<file path="src/rtl/rxreq_pkg.sv">
`timescale 1ns/1ps
package rxreq_pkg;

    typedef enum logic [2:0] {
        ST_IDLE,
        ST_COLLECT,
        ST_STREAM,
        ST_DRAIN,
        ST_DISCARD
    } rx_state_e;

    typedef struct packed {
        logic ll;
        logic mr;
    } rx_cfg_t;

    typedef struct packed {
        logic valid;
        logic ovf;
        logic late_coll;
    } rx_stat_t;

    localparam int CFG_LL_BIT = 0;
    localparam int CFG_MR_BIT = 1;

    function automatic logic addr_keep(input logic match_mode, input logic pin_seen);
        return match_mode ? pin_seen : !pin_seen;
    endfunction

    function automatic logic [7:0] cfg_pack(input rx_cfg_t c);
        logic [7:0] v;
        v = 8'h00;
        v[CFG_LL_BIT] = c.ll;
        v[CFG_MR_BIT] = c.mr;
        return v;
    endfunction

endpackage

</file>
<file path="src/rtl/rxreq_cfg.sv">
`timescale 1ns/1ps
module rxreq_cfg
    import rxreq_pkg::*;
(
    input  logic       clk,
    input  logic       rst,
    input  logic       sw_rst,
    input  logic       we,
    input  logic [7:0] wdata,
    output rx_cfg_t    cfg,
    output logic [7:0] rdata
);

    rx_cfg_t cfg_q;

    always_ff @(posedge clk) begin
        if (rst || sw_rst) begin
            cfg_q <= '0;
        end else if (we) begin
            cfg_q.ll <= wdata[CFG_LL_BIT];
            cfg_q.mr <= wdata[CFG_MR_BIT];
        end
    end

    assign cfg   = cfg_q;
    assign rdata = cfg_pack(cfg_q);

endmodule

</file>
<file path="src/rtl/rxreq_frame.sv">
`timescale 1ns/1ps
module rxreq_frame
    import rxreq_pkg::*;
#(
    parameter int NORM_THR = 64,
    parameter int LL_THR   = 12,
    parameter int RUNT_LEN = 64
) (
    input  logic      clk,
    input  logic      rst,
    input  rx_cfg_t   cfg,
    input  logic      frm_start,
    input  logic      rx_byte,
    input  logic      frm_end,
    input  logic      frm_coll,
    input  logic      fifo_ovf,
    input  logic      fill_empty,
    input  logic      ext_addr_n,
    output rx_state_e st,
    output logic      frm_ll,
    output logic      flush,
    output rx_stat_t  stat
);

    localparam int SAT_I  = (NORM_THR > RUNT_LEN) ? NORM_THR : RUNT_LEN;
    localparam int CNT_W  = $clog2(SAT_I + 1);
    localparam logic [CNT_W-1:0] SAT_C  = CNT_W'(SAT_I);
    localparam logic [CNT_W-1:0] NORM_C = CNT_W'(NORM_THR);
    localparam logic [CNT_W-1:0] LL_C   = CNT_W'(LL_THR);
    localparam logic [CNT_W-1:0] RUNT_C = CNT_W'(RUNT_LEN);

    rx_state_e        st_q, st_d;
    logic [CNT_W-1:0] cnt_q, cnt_nx;
    logic             ll_q, seen_q;
    logic             flush_d, flush_q;
    rx_stat_t         stat_d, stat_q;

    logic [CNT_W-1:0] thr;
    logic             pin_hit;
    logic             keep;
    logic             short_frame;

    always_comb begin
        cnt_nx = cnt_q;
        if (rx_byte && (cnt_q != SAT_C)) begin
            cnt_nx = cnt_q + 1'b1;
        end
    end

    assign thr         = ll_q ? LL_C : NORM_C;
    assign pin_hit     = seen_q || !ext_addr_n;
    assign keep        = addr_keep(cfg.mr, pin_hit);
    assign short_frame = !ll_q && (cnt_nx < RUNT_C);

    always_comb begin
        st_d    = st_q;
        flush_d = 1'b0;
        stat_d  = '0;
        unique case (st_q)
            ST_IDLE: begin
                if (frm_start) begin
                    st_d = ST_COLLECT;
                end
            end
            ST_COLLECT: begin
                if (fifo_ovf) begin
                    flush_d = 1'b1;
                    stat_d  = '{valid: 1'b1, ovf: 1'b1, late_coll: 1'b0};
                    st_d    = ST_DISCARD;
                end else if (frm_coll) begin
                    flush_d = 1'b1;
                    stat_d  = '{valid: ll_q, ovf: 1'b0, late_coll: ll_q};
                    st_d    = ST_IDLE;
                end else if (frm_end) begin
                    if (short_frame || !keep) begin
                        flush_d = 1'b1;
                        st_d    = ST_IDLE;
                    end else begin
                        stat_d = '{valid: 1'b1, ovf: 1'b0, late_coll: 1'b0};
                        st_d   = ST_DRAIN;
                    end
                end else if (cnt_nx >= thr) begin
                    if (keep) begin
                        st_d = ST_STREAM;
                    end else begin
                        flush_d = 1'b1;
                        st_d    = ST_DISCARD;
                    end
                end
            end
            ST_STREAM: begin
                if (fifo_ovf) begin
                    flush_d = 1'b1;
                    stat_d  = '{valid: 1'b1, ovf: 1'b1, late_coll: 1'b0};
                    st_d    = ST_DISCARD;
                end else if (frm_coll) begin
                    flush_d = 1'b1;
                    stat_d  = '{valid: 1'b1, ovf: 1'b0, late_coll: 1'b1};
                    st_d    = ST_IDLE;
                end else if (frm_end) begin
                    stat_d = '{valid: 1'b1, ovf: 1'b0, late_coll: 1'b0};
                    st_d   = ST_DRAIN;
                end
            end
            ST_DRAIN: begin
                if (fill_empty) begin
                    st_d = ST_IDLE;
                end
            end
            ST_DISCARD: begin
                if (frm_end) begin
                    st_d = ST_IDLE;
                end
            end
            default: st_d = ST_IDLE;
        endcase
    end

    always_ff @(posedge clk) begin
        if (rst) begin
            st_q    <= ST_IDLE;
            cnt_q   <= '0;
            ll_q    <= 1'b0;
            seen_q  <= 1'b0;
            flush_q <= 1'b0;
            stat_q  <= '0;
        end else begin
            st_q    <= st_d;
            flush_q <= flush_d;
            stat_q  <= stat_d;
            if (st_q == ST_IDLE) begin
                if (frm_start) begin
                    cnt_q  <= '0;
                    ll_q   <= cfg.ll;
                    seen_q <= !ext_addr_n;
                end
            end else if (st_q == ST_COLLECT) begin
                cnt_q <= cnt_nx;
                if (!ext_addr_n) begin
                    seen_q <= 1'b1;
                end
            end
        end
    end

    assign st     = st_q;
    assign frm_ll = ll_q;
    assign flush  = flush_q;
    assign stat   = stat_q;

endmodule

</file>
<file path="src/rtl/rxreq_host.sv">
`timescale 1ns/1ps
module rxreq_host
    import rxreq_pkg::*;
#(
    parameter int FILL_W = 8
) (
    input  rx_state_e         st,
    input  logic [FILL_W-1:0] fill_level,
    input  logic              host_rd,
    output logic              fill_empty,
    output logic              xfer_req,
    output logic              data_valid
);

    logic armed;

    assign fill_empty = (fill_level == '0);
    assign armed      = (st == ST_STREAM) || (st == ST_DRAIN);
    assign xfer_req   = armed && !fill_empty;
    assign data_valid = host_rd && xfer_req;

endmodule

</file>
<file path="src/rtl/rxreq_ctrl.sv">
`timescale 1ns/1ps
module rxreq_ctrl
    import rxreq_pkg::*;
#(
    parameter int FILL_W   = 8,
    parameter int NORM_THR = 64,
    parameter int LL_THR   = 12,
    parameter int RUNT_LEN = 64
) (
    input  logic              clk,
    input  logic              rst,
    input  logic              sw_rst,
    input  logic              cfg_we,
    input  logic [7:0]        cfg_wdata,
    output logic [7:0]        cfg_rdata,
    input  logic              frm_start,
    input  logic              rx_byte,
    input  logic              frm_end,
    input  logic              frm_coll,
    input  logic              fifo_ovf,
    input  logic [FILL_W-1:0] fill_level,
    input  logic              ext_addr_n,
    input  logic              host_rd,
    output logic              xfer_req,
    output logic              data_valid,
    output logic              fifo_flush,
    output logic              stat_valid,
    output logic              stat_ovf,
    output logic              stat_late_coll
);

    rx_cfg_t   cfg;
    rx_state_e st;
    rx_stat_t  stat;
    logic      frm_ll;
    logic      fill_empty;
    logic      any_rst;

    assign any_rst = rst || sw_rst;

    rxreq_cfg u_cfg (
        .clk    (clk),
        .rst    (rst),
        .sw_rst (sw_rst),
        .we     (cfg_we),
        .wdata  (cfg_wdata),
        .cfg    (cfg),
        .rdata  (cfg_rdata)
    );

    rxreq_frame #(
        .NORM_THR (NORM_THR),
        .LL_THR   (LL_THR),
        .RUNT_LEN (RUNT_LEN)
    ) u_frame (
        .clk        (clk),
        .rst        (any_rst),
        .cfg        (cfg),
        .frm_start  (frm_start),
        .rx_byte    (rx_byte),
        .frm_end    (frm_end),
        .frm_coll   (frm_coll),
        .fifo_ovf   (fifo_ovf),
        .fill_empty (fill_empty),
        .ext_addr_n (ext_addr_n),
        .st         (st),
        .frm_ll     (frm_ll),
        .flush      (fifo_flush),
        .stat       (stat)
    );

    rxreq_host #(
        .FILL_W (FILL_W)
    ) u_host (
        .st         (st),
        .fill_level (fill_level),
        .host_rd    (host_rd),
        .fill_empty (fill_empty),
        .xfer_req   (xfer_req),
        .data_valid (data_valid)
    );

    assign stat_valid     = stat.valid;
    assign stat_ovf       = stat.ovf;
    assign stat_late_coll = stat.late_coll;

endmodule

</file>
<file path="config.mk">
export PLATFORM = sky130hd
export DESIGN_NAME = rxreq_ctrl
export DESIGN_NICKNAME = d
export VERILOG_FILES = /design/src/rtl/rxreq_pkg.sv /design/src/rtl/rxreq_cfg.sv /design/src/rtl/rxreq_frame.sv /design/src/rtl/rxreq_host.sv /design/src/rtl/rxreq_ctrl.sv
export SDC_FILE = /design/constraint.sdc
export NUM_CORES = 1
export LEC_CHECK = 0
export BUFFER_PORTS_ARGS = -buffer_cell sky130_fd_sc_hd__buf_4
export CORE_ASPECT_RATIO = 0.5
export CORE_MARGIN = 1.5
export CORE_UTILIZATION = 51
export DETAILED_ROUTE_END_ITERATION = 8
export PLACE_DENSITY_LB_ADDON = 0.15
export SYNTH_ARGS = -nofsm -noshare
export SYNTH_HDL_FRONTEND = slang
export SYNTH_SLANG_ARGS = --single-unit
</file>
<file path="constraint.sdc">
create_clock -name clk -period 2.84 [get_ports clk]
set_input_delay 0.284 -clock clk [delete_from_list [all_inputs] [get_ports clk]]
set_output_delay 0.284 -clock clk [all_outputs]
set_load 0.1 [all_outputs]
</file>
==> flow_summary.yaml, run 1 <==
floorplan:
  die_h_um: 39.4
  io_pins: 41
  row_count: 12
  fp.dieW_um: 75.7
  start_util: 0.572
  dieArea_um2: 2980
  core_area_um2: 2360
clock_tree:
  post_cts_buffers: 0
  clockBufferDepth: 2
  worstSkewPairLatency_ns: 0.26
  clkTransAtPathRegs_ns: 0.08
  cts_tree: "done"
  numCtsBuffers: 3
  cts_num_sinks: 18
  cts-htree-levels: 1
  clockRootBuffer: "clkbuf_8"
synth:
  yosys.cell_types.count: 52
  synth-main-ff-cell: "dfxtp_1"
  synth_area_leaders: "dfxtp_1 27%, nor2_1 6.1%, ha_1 5.6%"
  synthCells: 162
  yosysWarnings: 0
  synth_edf_count: 0
  synth_seq_area_share: 0.267
  ys_seq_elements: 18
  syn_area_um2: 1350
  yosysTopAreaCellShare: 0.267
  synth_area_leader_cell: "dfxtp_1"
  async_reset_ff_frac: 0
  syn_avg_cell_area_um2: 8.33
drt:
  viasPerCell: 5.84
  vias: 1278
  wl_per_cell_um: 14.7
  drtPass1Iterations: 4
  drtIter0Drc: 119
  routed_wl_um: 3210
  drc: 0
  drtAntennaViolNets: 0
pwr:
  powerDensity_nw_per_um2: 374
  vdd_drop_max_mv: 0.226
  p_leak_nw: 0.615
global_route:
  grt_pass1_vias: 1067
  overflow: 0
  grt_pass1_wl_um: 5040
  grt.total_usage: 0.236
  antenna_found_initial: 0
  grt_start_max_net_pins: 14
timing:
  finClkSkew_ns: 0.00852
  hold_ws_ns: 0.250
  final.setup.worst_slack_ns: 0.191
  max_freq_mhz: 378
  finalSetupViolCount: 0
  relSlewSlack: 0.407
  hold_violations: 0
  finalSetupTns_ns: 0
  finalCritPeriodShare: 0.933
  tightest_slew_ns: 0.880
  min_period_ns: 2.65
  maxSlewViolCount: 0
  rsz0062_at_grt: "false"
layout:
  layout_commonest_cell: "buf_4"
  layout.nets: 219
  final_layout_size_suffix_gt1_frac: 0.261
  fin_cells: 219
  antenna_cells: 0
  mostFrequentLayoutCells: "28 x buf_4, 21 x nor2_1, 17 x dfxtp_1"
  syn2layout_area_growth_pct: 16.1
  fin_util: 0.665
place:
  hpwl_um: 2340
  dpl.cell_count: 216
  routabilityCongestion: 0.938
  dp_slack_ns: 0.180
  io_buffers: 28
setup_path:
  crit_slowest_cell: "dfxtp_2"
  critPathArrivalTime_ns: 2.85
  crit_type: "reg -> reg"
  startpoint_type: "register"
  crit_chain: "inv_1 > ha_1 > nand4bb_1 > o21a_2 > nand2_1 > xor2_1 > ha_1 > and4b_1 > o211ai_1 > o211ai_1 > o211ai_2 > mux2i_1"
  cpPeakStageDelay_ns: 0.34
  end_kind: "register"
  critical_path_required_ns: 3.04
  crit_path_max_fanout: 5
worst_hold_path:
  hp-class: "in -> reg"
flow_run:
  cap_violations: 0
status:
  status: "finished clean"
## stage by stage
step	instance area (um^2)	power [mW]
2_1_floorplan	1370	0.372
3_3_place_gp	1520	0.399
3_5_place_dp	1520	0.401
4_1_cts	1560	0.581
5_1_grt	1570	0.604
6_report	1570	0.586
## flip-flops by register name, summed over array words and instances (netlist names)
register        flops
u_frame.cnt_q       7
u_frame.st          3
u_frame.stat        3
u_cfg.cfg           2
u_frame.flush       1
u_frame.frm_ll      1
u_frame.seen_q      1
## kinds of logic after synthesis
kind of cell	after synthesis	synth area share
flip-flops	18	0.267
AND/OR/NAND/NOR	60	0.262
adder cells (fa/ha/maj)	6	0.0557
other	1	0.00278
XOR/XNOR	5	0.0464
buffers and inverters	22	0.0974
multiplexers	5	0.0371
AO/OA/AOI/OAI	45	0.232
## where the power goes
part / leakage, nW / switching [mW] / internal (mW)
Sequential: 0.146 / 0.00540 / 0.256
Clock: 0.0216 / 0.0936 / 0.0946
Combinational: 0.447 / 0.0926 / 0.0439
Total: 0.615 / 0.192 / 0.394
## metal layers
metal	up-vias	GRT usage	wire length (um)
met2	60	0.397	1400
met4	0	0.0402	13
met1	587	0.311	1560
met3	2	0.0617	241
li1	629	-	-
met5	-	0	0
## synth_stat cells (all sizes together), types with 5 or more instances
library cell and n:
nor2 23, dfxtp 18, o21ai 12, buf 10
a21oi 8, inv 8, ha 6, mux2i 5
nand2 5
## final timing paths
| path | slack, ns | endpoint | startpoint | cells past startpoint |
|---|---|---|---|---|
| hold / removal | 0.25 | u_frame.stat[0] | fifo_ovf | 2 |
| hold reg to reg | 0.53 | u_cfg.cfg[1] | u_cfg.cfg[1] | 2 |
| setup reg to reg | 0.19 | u_frame.st[2] | u_frame.cnt_q[0] | 12 |
| setup / recovery | 0.19 | u_frame.st[2] | u_frame.cnt_q[0] | 12 |
## cell type report
type	instances	area, um^2
Fill cell	203	791
Sequential cell	18	362
Inverter	8	30.0
Tap cell	35	43.8
Timing Repair Buffer	28	210
Multi-Input combinational cell	127	880
Clock buffer	3	41.3
## worst max-delay path, delay by kind of cell, from the launching register on
kind	cells	cell delay [ns]
mux	1	0.20
fa+ha+maj	2	0.43
flops	1	0.34
buf+inv	1	0.13
compound gates	4	0.85
simple gates	3	0.46
xor+xnor	1	0.17
## timing repair
action,4_1_cts,5_1_grt
setup endpoints to repair,0,3
hold buffers,0,0
resized for setup,0,2
(Power assumes the default switching activity.)
==> inputs of run 2 (changes only) <==
RECOVER_POWER = 100   (was default)
clock period = 3 ns   (was 2.84 ns; I/O delays follow)
==> flow_summary.yaml, run 2 (synthesis results as in run 1) <==
layout:
  antenna_cells: 0
  largest_register_ffs: 7
  fin_cells: 220
  largest-register: "u_frame.cnt_q"
  layout.nets: 219
  final_layout_size_suffix_gt1_frac: 0.200
  mostFrequentLayoutCells: "21 x nor2_1, 20 x buf_4, 18 x dfxtp_1"
  fin_util: 0.654
  syn2layout_area_growth_pct: 14.4
  layout_commonest_cell: "nor2_1"
clock_tree:
  clockBufferDepth: 2
  clockRootBuffer: "clkbuf_8"
  numCtsBuffers: 3
  post_cts_buffers: 0
  cts_tree: "done"
  cts_num_sinks: 18
  worstSkewPairLatency_ns: 0.26
  cts-htree-levels: 1
  hold_buffers: 0
  cts_resized: 0
  clkTransAtPathRegs_ns: 0.07
timing:
  hold_ws_ns: 0.269
  maxSlewViolCount: 0
  relSlewSlack: 0.221
  tightest_slew_ns: 1.17
  finalSetupTns_ns: 0
  max_freq_mhz: 350
  rsz0062_at_grt: "false"
  min_period_ns: 2.86
  finalCritPeriodShare: 0.952
  hold_violations: 0
  finalSetupViolCount: 0
  finClkSkew_ns: 0.00165
pwr:
  clkPwrFrac: 0.359
  p_sw_frac: 0.316
  p_int_uw: 399
  power_uw: 583
  p_leak_nw: 0.581
  powerDensity_nw_per_um2: 378
  vdd_drop_max_mv: 0.232
  power.switching_uw: 184
  p_seq_frac: 0.424
  combPwrFrac: 0.217
global_route:
  grt_start_max_net_pins: 14
  grt_pass1_wl_um: 4890
  grt.total_usage: 0.231
  grt_pass1_vias: 1071
  antenna_found_initial: 0
  overflow: 0
status:
  status: "finished clean"
floorplan:
  start_util: 0.572
  dieArea_um2: 2980
  die_h_um: 39.4
  core_area_um2: 2360
  fp.dieW_um: 75.7
  io_pins: 41
  row_count: 12
drt:
  drc: 0
  viasPerCell: 5.85
  wl_per_cell_um: 14.8
  drtAntennaViolNets: 0
  vias: 1286
  routed_wl_um: 3250
  drtPass1Iterations: 4
  drtIter0Drc: 133
place:
  routabilityCongestion: 0.943
  io_buffers: 28
  hpwl_um: 2320
  dpl.cell_count: 216
setup_path:
  crit_path_max_fanout: 5
  crit_slowest_cell: "dfxtp_1"
  crit_top_cell: "o211ai_1"
  end_kind: "register"
  startpoint_type: "register"
  critPathArrivalTime_ns: 3.07
  cpPeakStageDelay_ns: 0.42
  crit_type: "reg -> reg"
  crit_chain: "inv_1 > ha_1 > nand4bb_1 > o21a_1 > nand2_1 > xor2_1 > ha_1 > and4b_1 > o211ai_1 > o211ai_1 > o211ai_1 > o221a_1"
  rrSetupSlack_ns: 0.14
  critical_path_required_ns: 3.21
flow_run:
  cap_violations: 0
worst_hold_path:
  hp-class: "in -> reg"
run 2: layout make-up:
type | instances | area (um^2)
repair buffers | 28 | 180
inverters | 8 | 30.0
multi-input cells | 127 | 873
well taps | 35 | 43.8
clock buffers | 4 | 55.1
flip-flops and latches | 18 | 360
fillers | 222 | 815
run 2: per-stage QoR:
stage | setup WS, ns | area [um^2]
3_3_place_gp | 0.379 | 1520
2_1_floorplan | 0.438 | 1370
4_1_cts | 0.294 | 1580
6_report | 0.143 | 1540
3_5_place_dp | 0.375 | 1520
5_1_grt | 0.0463 | 1540
run 2: per-layer routing:
layer	GRT usage	routed length (um)
met1	0.297	1520
met2	0.375	1380
met3	0.0746	309
met4	0.0625	39
met5	0	0
run 2: path summary, 6_finish.rpt:
path,from,endpoint,depth (start not counted)
min reg2reg,u_cfg.cfg[1],u_frame.frm_ll,2
max reg2reg,u_frame.cnt_q[0],u_frame.st[0],12
max,u_frame.cnt_q[0],u_frame.st[0],12
min,fifo_ovf,u_frame.stat[0],2
run 2: worst max-delay path: cells and delay by family (launching register included):
family                     cells  cell delay (ns)
AOI/OAI and AO/OA              5             1.10
xor gates and xnor gates       1             0.16
adders and majority gates      2             0.52
buffers and inverters          1             0.13
DFF                            1             0.42
and+or+nand+nor                3             0.47
run 2: power groups by stage:
stage / sequential [mW] / combinational, mW / clock, mW
after CTS: 0.247 / 0.128 / 0.213
final: 0.247 / 0.127 / 0.209
after global routing: 0.248 / 0.135 / 0.221
after global placement: 0.253 / 0.125 / 0
after floorplan: 0.261 / 0.0909 / 0
after detailed placement: 0.253 / 0.126 / 0
